**src/rtl/epp_host_pkg.sv**
```systemverilog
package epp_host_pkg;

    localparam int DATA_W = 8;
    localparam int OFS_W  = 3;

    localparam logic [OFS_W-1:0] OFS_STATUS   = 3'd1;
    localparam logic [OFS_W-1:0] OFS_CTRL     = 3'd2;
    localparam logic [OFS_W-1:0] OFS_EPP_ADDR = 3'd3;

    localparam logic [DATA_W-1:0] TIMEOUT_READ_VAL = 8'hFF;

    typedef enum logic [1:0] {
        ST_IDLE  = 2'd0,
        ST_STRB  = 2'd1,
        ST_END   = 2'd2,
        ST_RECOV = 2'd3
    } cyc_state_e;

    typedef struct packed {
        logic              is_write;
        logic              is_addr;
        logic [DATA_W-1:0] data;
    } cyc_req_t;

    function automatic logic is_xfer_ofs(input logic [OFS_W-1:0] ofs);
        return ofs >= OFS_EPP_ADDR;
    endfunction

    function automatic logic is_addr_ofs(input logic [OFS_W-1:0] ofs);
        return ofs == OFS_EPP_ADDR;
    endfunction

endpackage

```
**src/rtl/epp_wait_sync.sv**
```systemverilog
module epp_wait_sync #(
    parameter int STAGES = 2
) (
    input  logic clk,
    input  logic rst,
    input  logic async_in,
    output logic sync_out
);
    logic [STAGES-1:0] q;

    genvar g;
    generate
        for (g = 0; g < STAGES; g++) begin : g_stage
            if (g == 0) begin : g_first
                always_ff @(posedge clk) begin
                    if (rst) q[0] <= 1'b0;
                    else     q[0] <= async_in;
                end
            end else begin : g_next
                always_ff @(posedge clk) begin
                    if (rst) q[g] <= 1'b0;
                    else     q[g] <= q[g-1];
                end
            end
        end
    endgenerate

    assign sync_out = q[STAGES-1];
endmodule

```
**src/rtl/epp_cfg_regs.sv**
```systemverilog
module epp_cfg_regs
    import epp_host_pkg::*;
(
    input  logic              clk,
    input  logic              rst,
    input  logic              base_bit2,
    input  logic [OFS_W-1:0]  host_addr,
    input  logic              host_bit0,
    input  logic              host_wr,
    input  logic              host_rd,
    input  logic              set_timeout,
    input  logic              xfer_rd_done,
    input  logic [DATA_W-1:0] xfer_rd_data,
    output logic              mode_active,
    output logic [DATA_W-1:0] host_rdata
);
    logic en_q;
    logic to_q;
    logic wr_status;
    logic wr_ctrl;
    logic [DATA_W-1:0] status_view;

    assign wr_status   = host_wr && (host_addr == OFS_STATUS);
    assign wr_ctrl     = host_wr && (host_addr == OFS_CTRL);
    assign mode_active = en_q && !base_bit2;
    assign status_view = {6'd0, mode_active, (mode_active ? to_q : 1'b1)};

    always_ff @(posedge clk) begin
        if (rst) begin
            en_q <= 1'b0;
            to_q <= 1'b0;
        end else begin
            if (wr_ctrl) en_q <= host_bit0;
            if (set_timeout)                 to_q <= 1'b1;
            else if (wr_status && host_bit0) to_q <= 1'b0;
        end
    end

    always_ff @(posedge clk) begin
        if (rst) begin
            host_rdata <= '0;
        end else if (xfer_rd_done) begin
            host_rdata <= xfer_rd_data;
        end else if (host_rd && !is_xfer_ofs(host_addr)) begin
            case (host_addr)
                OFS_STATUS: host_rdata <= status_view;
                OFS_CTRL:   host_rdata <= {7'd0, en_q};
                default:    host_rdata <= '0;
            endcase
        end
    end

    // a write-one to the status offset leaves the flag cleared
    a_r7_w1c_clears: assert property (@(posedge clk) disable iff (rst)
        $past(wr_status && host_bit0 && !set_timeout) |-> !to_q);

    // a timeout event always leaves the flag set
    a_r6_flag_sticky: assert property (@(posedge clk) disable iff (rst)
        $past(set_timeout) |-> to_q);

    // the strap blocks the mode whatever the enable bit holds
    a_r9_strap_blocks: assert property (@(posedge clk) disable iff (rst)
        base_bit2 |-> !mode_active);
endmodule

```
**src/rtl/epp_cycle_fsm.sv**
```systemverilog
module epp_cycle_fsm
    import epp_host_pkg::*;
#(
    parameter int TIMEOUT_CLKS = 2500,
    localparam int CNT_W = $clog2(TIMEOUT_CLKS + 1)
) (
    input  logic              clk,
    input  logic              rst,
    input  logic              mode_active,
    input  logic [OFS_W-1:0]  host_addr,
    input  logic [DATA_W-1:0] host_wdata,
    input  logic              host_wr,
    input  logic              host_rd,
    input  logic              wait_seen,
    input  logic [DATA_W-1:0] par_din,
    output logic [DATA_W-1:0] par_dout,
    output logic              par_oe,
    output logic              par_write_n,
    output logic              par_astb_n,
    output logic              par_dstb_n,
    output logic              host_ready,
    output logic              set_timeout,
    output logic              xfer_rd_done,
    output logic [DATA_W-1:0] xfer_rd_data
);
    localparam logic [CNT_W-1:0] CNT_LAST = CNT_W'(TIMEOUT_CLKS - 1);

    cyc_state_e       state;
    cyc_req_t         req;
    logic [CNT_W-1:0] cnt;
    logic             start;
    logic             expired;
    logic             strobe_phase;

    assign start   = (state == ST_IDLE) && mode_active &&
                     is_xfer_ofs(host_addr) && (host_wr || host_rd);
    assign expired = (state == ST_STRB) && !wait_seen && (cnt == CNT_LAST);

    always_ff @(posedge clk) begin
        if (rst) begin
            state <= ST_IDLE;
            req   <= '0;
            cnt   <= '0;
        end else begin
            case (state)
                ST_IDLE: begin
                    if (start) begin
                        req.is_write <= host_wr;
                        req.is_addr  <= is_addr_ofs(host_addr);
                        req.data     <= host_wdata;
                        cnt          <= '0;
                        state        <= ST_STRB;
                    end
                end
                ST_STRB: begin
                    if (wait_seen || expired) state <= ST_END;
                    else                      cnt   <= cnt + 1'b1;
                end
                ST_END:   state <= ST_RECOV;
                ST_RECOV: if (!wait_seen) state <= ST_IDLE;
                default:  state <= ST_IDLE;
            endcase
        end
    end

    assign strobe_phase = (state == ST_STRB);
    assign par_astb_n   = !(strobe_phase && req.is_addr);
    assign par_dstb_n   = !(strobe_phase && !req.is_addr);
    assign par_write_n  = !(req.is_write && (strobe_phase || state == ST_END));
    assign par_oe       = req.is_write && (state != ST_IDLE);
    assign par_dout     = req.data;
    assign host_ready   = (state == ST_IDLE);

    assign set_timeout  = expired;
    assign xfer_rd_done = strobe_phase && !req.is_write && (wait_seen || expired);
    assign xfer_rd_data = wait_seen ? par_din : TIMEOUT_READ_VAL;

    // the direction line is released only after both strobes are high
    a_r4_write_after_strobe: assert property (@(posedge clk) disable iff (rst)
        $rose(par_write_n) |-> $past(par_astb_n && par_dstb_n));

    // the write byte holds while the direction line stays low
    a_r4_data_stable: assert property (@(posedge clk) disable iff (rst)
        (!par_write_n && $past(!par_write_n)) |-> $stable(par_dout));

    // a strobe only starts when the mode was active
    a_r10_start_needs_mode: assert property (@(posedge clk) disable iff (rst)
        ($fell(par_astb_n) || $fell(par_dstb_n)) |-> $past(mode_active));

    // a running transfer keeps its captured request
    a_r11_busy_keeps_req: assert property (@(posedge clk) disable iff (rst)
        (state != ST_IDLE && $past(state != ST_IDLE)) |-> $stable(req));

    // the strobe phase never outlasts the timeout window
    a_r6_window_bound: assert property (@(posedge clk) disable iff (rst)
        (state == ST_STRB) |-> (cnt <= CNT_LAST));
endmodule

```
**src/rtl/epp_host_engine.sv**
```systemverilog
module epp_host_engine
    import epp_host_pkg::*;
#(
    parameter int TIMEOUT_CLKS = 2500,
    parameter int SYNC_STAGES  = 2
) (
    input  logic              clk,
    input  logic              rst,
    input  logic              base_bit2,
    input  logic [OFS_W-1:0]  host_addr,
    input  logic [DATA_W-1:0] host_wdata,
    input  logic              host_wr,
    input  logic              host_rd,
    output logic [DATA_W-1:0] host_rdata,
    output logic              host_ready,
    output logic [DATA_W-1:0] par_dout,
    input  logic [DATA_W-1:0] par_din,
    output logic              par_oe,
    output logic              par_write_n,
    output logic              par_astb_n,
    output logic              par_dstb_n,
    input  logic              par_wait_n
);
    logic              wait_seen;
    logic              mode_active;
    logic              set_timeout;
    logic              xfer_rd_done;
    logic [DATA_W-1:0] xfer_rd_data;

    epp_wait_sync #(.STAGES(SYNC_STAGES)) u_sync (
        .clk      (clk),
        .rst      (rst),
        .async_in (par_wait_n),
        .sync_out (wait_seen)
    );

    epp_cycle_fsm #(.TIMEOUT_CLKS(TIMEOUT_CLKS)) u_fsm (
        .clk          (clk),
        .rst          (rst),
        .mode_active  (mode_active),
        .host_addr    (host_addr),
        .host_wdata   (host_wdata),
        .host_wr      (host_wr),
        .host_rd      (host_rd),
        .wait_seen    (wait_seen),
        .par_din      (par_din),
        .par_dout     (par_dout),
        .par_oe       (par_oe),
        .par_write_n  (par_write_n),
        .par_astb_n   (par_astb_n),
        .par_dstb_n   (par_dstb_n),
        .host_ready   (host_ready),
        .set_timeout  (set_timeout),
        .xfer_rd_done (xfer_rd_done),
        .xfer_rd_data (xfer_rd_data)
    );

    epp_cfg_regs u_regs (
        .clk          (clk),
        .rst          (rst),
        .base_bit2    (base_bit2),
        .host_addr    (host_addr),
        .host_bit0    (host_wdata[0]),
        .host_wr      (host_wr),
        .host_rd      (host_rd),
        .set_timeout  (set_timeout),
        .xfer_rd_done (xfer_rd_done),
        .xfer_rd_data (xfer_rd_data),
        .mode_active  (mode_active),
        .host_rdata   (host_rdata)
    );

    // while idle nothing is strobed and the lines are not driven
    a_r1_idle_quiet: assert property (@(posedge clk) disable iff (rst)
        host_ready |-> (par_astb_n && par_dstb_n && par_write_n && !par_oe));
endmodule

```
**config.mk**
```make
export PLATFORM = sky130hd
export DESIGN_NAME = epp_host_engine
export DESIGN_NICKNAME = d
export VERILOG_FILES = /design/src/rtl/epp_host_pkg.sv /design/src/rtl/epp_wait_sync.sv /design/src/rtl/epp_cfg_regs.sv /design/src/rtl/epp_cycle_fsm.sv /design/src/rtl/epp_host_engine.sv
export SDC_FILE = /design/constraint.sdc
export NUM_CORES = 1
export LEC_CHECK = 0
export ABC_CLOCK_PERIOD_IN_PS = 2070
export BUFFER_PORTS_ARGS = -buffer_cell sky130_fd_sc_hd__buf_4
export CORE_MARGIN = 2
export CORE_UTILIZATION = 45
export DETAILED_ROUTE_END_ITERATION = 12
export PLACE_DENSITY_LB_ADDON = 0.12
export SLEW_MARGIN = 20
export SYNTH_ARGS = -nofsm -noshare
export SYNTH_HDL_FRONTEND = slang
export SYNTH_HIERARCHICAL = 1
export SYNTH_SLANG_ARGS = --single-unit
```
**constraint.sdc**
```tcl
create_clock -name clk -period 2.07 [get_ports clk]
set_input_delay 0.1035 -clock clk [delete_from_list [all_inputs] [get_ports clk]]
set_output_delay 0.1035 -clock clk [all_outputs]
set_load 0.005 [all_outputs]
```
==> results of run 1 <==
[cell usage after synthesis (2+ instances only)]
master | instances | area, µm²
nand3_1 | 13 | 65.1
o41ai_2 | 2 | 32.5
ha_1 | 6 | 75.1
inv_1 | 9 | 33.8
clkbuf_1 | 3 | 11.3
nand4b_1 | 2 | 17.5
o41ai_1 | 2 | 17.5
o21ai_1 | 3 | 15.0
nor2_1 | 16 | 60.1
o2111ai_1 | 2 | 17.5
nand2_1 | 22 | 82.6
buf_4 | 12 | 90.1
a21o_1 | 2 | 15.0
a31oi_1 | 3 | 18.8
nor3_1 | 3 | 15.0
nand2b_1 | 11 | 68.8
or4_1 | 2 | 15.0
buf_6 | 3 | 33.8
and4bb_1 | 2 | 25.0
dfxtp_1 | 36 | 721
o211ai_1 | 4 | 30.0
o21ai_0 | 9 | 45.0
and2b_1 | 5 | 37.5
nor4_1 | 2 | 12.5
mux2i_1 | 14 | 140
a21oi_1 | 9 | 45.0
nor2b_1 | 7 | 43.8
and2_2 | 2 | 15.0
nor3b_1 | 2 | 15.0
and2_1 | 2 | 12.5
nand4_1 | 4 | 25.0
[cells by family (layout without fill, tap and decap cells)]
group                      after synthesis  in the layout  share of synthesized area [%]
DFF                                     36             36                           32.4
muxes                                   14             14                           6.30
adders and majority gates                6              6                           3.37
AOI/OAI and AO/OA                       52             52                           20.0
and+or+nand+nor                        109            109                           29.6
buffers and inverters                   29             71                           8.38
[stage by stage]
step / power [mW] / setup WS, ps / utilization, % / cells
2_1_floorplan: 0.873 / 275 / - / 246
3_3_place_gp: 0.980 / 136 / 54.3 / 346
3_5_place_dp: 0.980 / 99.5 / 54.3 / 346
4_1_cts: 1.60 / 85.2 / 56.7 / 354
5_1_grt: 1.65 / 3.80 / 56.9 / 355
6_report: 1.58 / 121 / 56.9 / 355
[power by group]
part           internal, mW  switching (mW)  total [mW]  leakage [nW]
clock network         0.356           0.255       0.612        0.0541
logic                 0.116           0.136       0.252         0.685
registers             0.704         0.00952       0.713         0.291
[path summary, 6_finish.rpt]
check             slack (ps)  cells after the start                    endpoint
hold reg to reg          450                      1  u_sync/sync_out$_SDFF_PP0_
setup reg to reg         120                      7   u_fsm/cnt[8]$_SDFFE_PP0P_
hold / removal            20                      2      u_sync/q[0]$_SDFF_PP0_
setup / recovery         120                      7   u_fsm/cnt[8]$_SDFFE_PP0P_
[critical path, stage by stage, from the launching register on]
cell and delay [ps]:
dfxtp_1 340, inv_1 100, ha_1 250, buf_4 220, or2b_1 270, nor4_1 320
a21oi_1 90, o221a_1 240
[flip-flops by register name, indices dropped and copies added, names as in the netlist]
signal / cells
u_fsm/cnt: 12
u_fsm/par_dout: 8
u_regs/host_rdata: 8
u_fsm/req: 2
u_fsm/state: 2
u_regs/en_q: 1
u_regs/to_q: 1
u_sync/q: 1
u_sync/sync_out: 1
[routing by layer]
layer,up-vias,wire (µm),global-route usage [%]
li1,971,-,-
met1,849,2330,25.1
met2,48,2290,31.3
met3,6,249,4.20
met4,0,61,6.35
met5,-,0,0
[area by class of cell]
| cell class | count | share of cell area (%) |
|---|---|---|
| Multi-Input combinational cell | 181 | 49.0 |
| Sequential cell | 36 | 26.6 |
| Timing Repair Buffer | 54 | 15.9 |
| Tap cell | 67 | 3.10 |
| Clock buffer | 5 | 2.54 |
| Clock inverter | 3 | 1.57 |
| Inverter | 9 | 1.25 |
[what timing repair did]
item | in CTS | in global routing
setup buffers | 0 | 1
setup endpoints to repair | 0 | 2
gates resized for setup | 0 | 2
==> flow_metrics.env, run 1 <==
export IMPL_outcome="complete, no violations"
export IMPL_setup_tns_ps=0
export IMPL_drt_iter0_drc=109
export IMPL_setup_viol=0
export IMPL_cp_arrival_ps=2130
export IMPL_final_common_cell="buf_4"
export IMPL_wl_per_cell_um=13.9
export IMPL_hold_buffers=0
export IMPL_cts_buffer_depth=2
export IMPL_cts_buffers_inserted=5
export IMPL_crit_required_ps=2250
export IMPL_ys_seq_area_share_pct=32.4
export IMPL_critPathKind="flop to flop"
export IMPL_path_clk_slew_ps=80
export IMPL_yosysUniqueCellTypes=63
export IMPL_clk_latency_ps=290
export IMPL_track_usage_pct=19.1
export IMPL_ant_nets=0
export IMPL_dieArea_um2=5520
export IMPL_syn_inst=246
export IMPL_final_cell_area_um2=2710
export IMPL_relSlewSlack_pct=70.6
export IMPL_hold_violations=0
export IMPL_startpoint_type="flop"
export IMPL_grt_pass1_vias=1737
export IMPL_fmax_ghz=0.513
export IMPL_drv_slew=0
export IMPL_irDropWorstVdd_uv=289
export IMPL_overflow=0
export IMPL_drc_errors=0
export IMPL_worst_hold_slack_ps=20.3
export IMPL_drt_pass1_iterations=4
export IMPL_cts_root_buf="clkbuf_8"
export IMPL_regArea_um2=721
export IMPL_syn_to_final_growth_pct=21.6
export IMPL_netlist_area_um2=2220
export IMPL_core_area_um2=4750
export IMPL_row_count=25
export IMPL_worstMarginPinSlew_ps=441
export IMPL_final_cell_mix="buf_4 (52), dfxtp_1 (36), nand2_1 (22)"
export IMPL_grt_pass1_wl_um=8130
export IMPL_min_from="par_wait_n"
export IMPL_placed_cell_area_um2=2580
export IMPL_ys_seq_elements=36
export IMPL_die_height_um=74.3
export IMPL_r2r_start="u_fsm/state[1]$_SDFFE_PP0P_"
export IMPL_min_period_ps=1950
export IMPL_vias=1874
export IMPL_cellPowerDensity_nw_per_um2=583
export IMPL_clock_sinks=36
export IMPL_port_buffers=45
export IMPL_rsz0062_at_grt="no"
export IMPL_syn_nets=277
export IMPL_fillers=449
export IMPL_die_x_um=74.3
export IMPL_cts_tree="built"
export IMPL_skew_ps=7.76
export IMPL_synth_avg_cell_area_um2=9.04
export IMPL_synth_ff_type="dfxtp_1"
export IMPL_start_util_pct=46.8
export IMPL_drt_total_wl_um=4930
export IMPL_async_reset_ff_share_pct=0
export IMPL_drive_gt1_share_pct=29.5
export IMPL_grt_max_degree=29
export IMPL_ys_warn_count=6
export IMPL_nNetsFinal=318
export IMPL_multi_input_area_um2=1330
export IMPL_end_kind="flop"
export IMPL_p_leak_nw=1.03
export IMPL_fin_crit_sh_pct=94.2
export IMPL_antenna_found_initial=0
export IMPL_num_io_pins=46
export IMPL_hpwl_um=3560
export IMPL_synth_edff_count=0
export IMPL_worstPathMaxFanout=10
export IMPL_n_antenna_cell=0
export IMPL_vias_per_cell=5.28
export IMPL_gp_congestion=0.822
export IMPL_hold_class="input port to flop"
export IMPL_cap_violations=0
export IMPL_h_tree_depth=2
export IMPL_cp_startpoint="u_fsm/state[1]$_SDFFE_PP0P_"
Power figures use the tool's default switching activity.
==> inputs of run 2 (changes only) <==
--- a/config.mk
+++ b/config.mk
@@ -5,6 +5,7 @@
 export SDC_FILE = /design/constraint.sdc
 export NUM_CORES = 1
 export LEC_CHECK = 0
+export ABC_AREA = 1
 export ABC_CLOCK_PERIOD_IN_PS = 2070
 export BUFFER_PORTS_ARGS = -buffer_cell sky130_fd_sc_hd__buf_4
 export CORE_MARGIN = 2
==> run 2 against run 1 <==
Sequential cell count is the same. Worst hold slack worse by 7.2 ps. Via count up 12%. Total power grew 4.0%. Routed wire length decreased by 0.75%. Final area decreased by 3.5%. Non-clock buffer count unchanged. Clock skew hardly changed. Critical path type unchanged. Combinational power increased by 12%. Synthesized cell count is 36% higher. Register-to-register slack improved by 90 ps.
==> flow_metrics.env, run 2 <==
export IMPL_outcome="complete, no violations"
export IMPL_yosysMostFrequentCell="nand2_1"
export IMPL_h_tree_depth=2
export IMPL_wl_per_cell_um=11.4
export IMPL_synth_ff_type="dfxtp_1"
export IMPL_path_cells="ha_1, inv_1, nor2_1, nand2_1, nor2_1, nand2_1, nand2_1, nand2_1, nor2_2, inv_1, nand2_2, clkinv_2, nand2_1, a21oi_2"
export IMPL_critPathMaxStageDelay_ps=390
export IMPL_synth_avg_cell_area_um2=6.39
export IMPL_antenna_found_initial=0
export IMPL_hold_class="input port to flop"
export IMPL_grt_pass1_wl_um=8110
export IMPL_cp_slowest_cell="dfxtp_1"
export IMPL_hold_buffers=0
export IMPL_drive_gt1_share_pct=23.4
export IMPL_hold_violations=0
export IMPL_critPathKind="flop to flop"
export IMPL_syn_to_final_growth_pct=22.3
export IMPL_netlist_area_um2=2140
export IMPL_drt_total_wl_um=4900
export IMPL_die_x_um=72.9
export IMPL_hpwl_um=3580
export IMPL_worstMarginPinSlew_ps=355
export IMPL_port_buffers=45
export IMPL_synth_area_top_cells="dfxtp_1 (34%), nand2_1 (16%), nor2_1 (11%)"
export IMPL_worstPathMaxFanout=6
export IMPL_min_from="par_wait_n"
export IMPL_drv_slew=0
export IMPL_crit_required_ps=2250
export IMPL_drt_iter0_drc=122
export IMPL_clock_sinks=36
export IMPL_drc_errors=0
export IMPL_yosysTopAreaCellShare_pct=33.7
export IMPL_overflow=0
export IMPL_min_period_ps=1860
export IMPL_die_height_um=72.9
export IMPL_startpoint_type="flop"
export IMPL_setup_viol=0
export IMPL_end_kind="flop"
export IMPL_ys_seq_elements=36
export IMPL_ys_seq_area_share_pct=33.7
export IMPL_r2r_start="u_fsm/cnt[1]$_SDFFE_PP0P_"
export IMPL_worst_hold_slack_ps=13.1
export IMPL_path_clk_slew_ps=80
export IMPL_vias_per_cell=4.88
export IMPL_cpMostUsedCell="nand2_1"
export IMPL_synthTopCellsByCount="nand2_1 (89), nor2_1 (61), dfxtp_1 (36), inv_1 (32), nand3_1 (28)"
export IMPL_n_antenna_cell=0
export IMPL_fmax_ghz=0.538
export IMPL_final_cell_mix="nand2_1 (89), nor2_1 (60), buf_4 (53)"
export IMPL_cp_startpoint="u_fsm/cnt[1]$_SDFFE_PP0P_"
export IMPL_largest_reg_flops=12
export IMPL_drt_pass1_iterations=5
export IMPL_irDropWorstVdd_uv=422
export IMPL_relSlewSlack_pct=76.1
export IMPL_cts_buffers_inserted=5
export IMPL_syn_inst=334
export IMPL_start_util_pct=45.8
export IMPL_yosys_area_top_type="dfxtp_1"
export IMPL_cp_arrival_ps=2030
export IMPL_cts_root_buf="clkbuf_8"
export IMPL_skew_ps=8.15
export IMPL_ant_nets=0
export IMPL_final_cell_area_um2=2610
export IMPL_rsz0062_at_grt="yes"
export IMPL_row_count=25
export IMPL_grt_max_degree=26
export IMPL_dieArea_um2=5310
export IMPL_nNetsFinal=406
export IMPL_gp_congestion=0.816
export IMPL_synth_edff_count=0
export IMPL_num_io_pins=46
export IMPL_cts_buffer_depth=2
export IMPL_vias=2098
export IMPL_multi_input_area_um2=1160
export IMPL_regMostFlops="u_fsm/cnt"
export IMPL_clk_latency_ps=290
export IMPL_cts_tree="built"
export IMPL_core_area_um2=4660
export IMPL_yosysUniqueCellTypes=29
export IMPL_grt_pass1_vias=1836
export IMPL_async_reset_ff_share_pct=0
export IMPL_placed_cell_area_um2=2500
export IMPL_fillers=462
export IMPL_cellPowerDensity_nw_per_um2=628
export IMPL_final_common_cell="nand2_1"
export IMPL_p_leak_nw=1.12
export IMPL_fin_crit_sh_pct=89.8
export IMPL_regArea_um2=721
export IMPL_cap_violations=0
export IMPL_track_usage_pct=19.5
export IMPL_syn_nets=365
export IMPL_ys_warn_count=6
==> run 2: changes by cell type in the layout (fill, tap and decap cells not counted), moves of 5 or more <==
| cell | delta |
|---|---|
| nand2_1 | +67 |
| nor2_1 | +44 |
| inv_1 | +23 |
| nand3_1 | +15 |
| mux2i_1 | -13 |
| or2_2 | +12 |
| nand2b_1 | -11 |
| a21oi_2 | +6 |
| nor2b_1 | -6 |
| and2b_1 | -5 |
==> run 2: layer usage <==
layer  vias up  share of wire, %  GRT usage, %
met5         -                 0             0
met4         0              0.55          5.56
met3         2               5.3          4.42
met2        57                46          30.9
met1       920                48          26.5
li1       1119                 -             -
==> run 2: final timing paths <==
| path | end | slack, ps | cells past startpoint |
|---|---|---|---|
| max | u_regs/host_rdata[7]$_SDFFE_PP0P_ | 210 | 14 |
| min | u_sync/q[0]$_SDFF_PP0_ | 10 | 3 |
| max reg2reg | u_regs/host_rdata[7]$_SDFFE_PP0P_ | 210 | 14 |
| min reg2reg | u_sync/sync_out$_SDFF_PP0_ | 400 | 2 |
==> run 2: power breakdown <==
part / internal, mW / switching [mW]
registers: 0.716 / 0.0202
logic: 0.128 / 0.153
clock network: 0.356 / 0.266
total: 1.20 / 0.439
==> run 2: through the flow <==
stage	setup TNS, ps	setup slack [ps]	cells	power [mW]	utilization, %
6_report	0	211	430	1.64	56.0
2_1_floorplan	0	81.0	334	0.923	-
3_5_place_dp	0	152	422	1.03	53.6
3_3_place_gp	0	194	422	1.03	53.6
5_1_grt	-134	-25.1	430	1.72	56.0
4_1_cts	0	129	430	1.66	56.0
==> run 2: cell families (layout without fill, tap and decap cells) <==
logic type,count (synthesis),after routing,synth area share [%]
compound gates,33,33,9.78
fa+ha+maj,6,6,3.51
buf+inv,54,96,11.8
flops,36,36,33.7
mux,1,1,0.469
simple gates,204,204,40.7
==> run 2: final cells by class <==
cell class / count / share of cell area [%]
Clock buffer: 5 / 2.64
Multi-Input combinational cell: 244 / 44.6
Sequential cell: 36 / 27.6
Inverter: 34 / 4.94
Timing Repair Buffer: 54 / 16.0
Tap cell: 54 / 2.59
Clock inverter: 3 / 1.63
==> run 2: critical path, delay by kind of cell (launching register included) <==
kind	cells	cell delay [ps]
fa+ha+maj	1	230
buf+inv	3	290
simple gates	9	780
compound gates	1	50
flops	1	390
==> run 2: what timing repair did <==
action,in CTS,in global routing
setup buffers,0,0
setup endpoints to repair,0,8
resized for setup,0,1
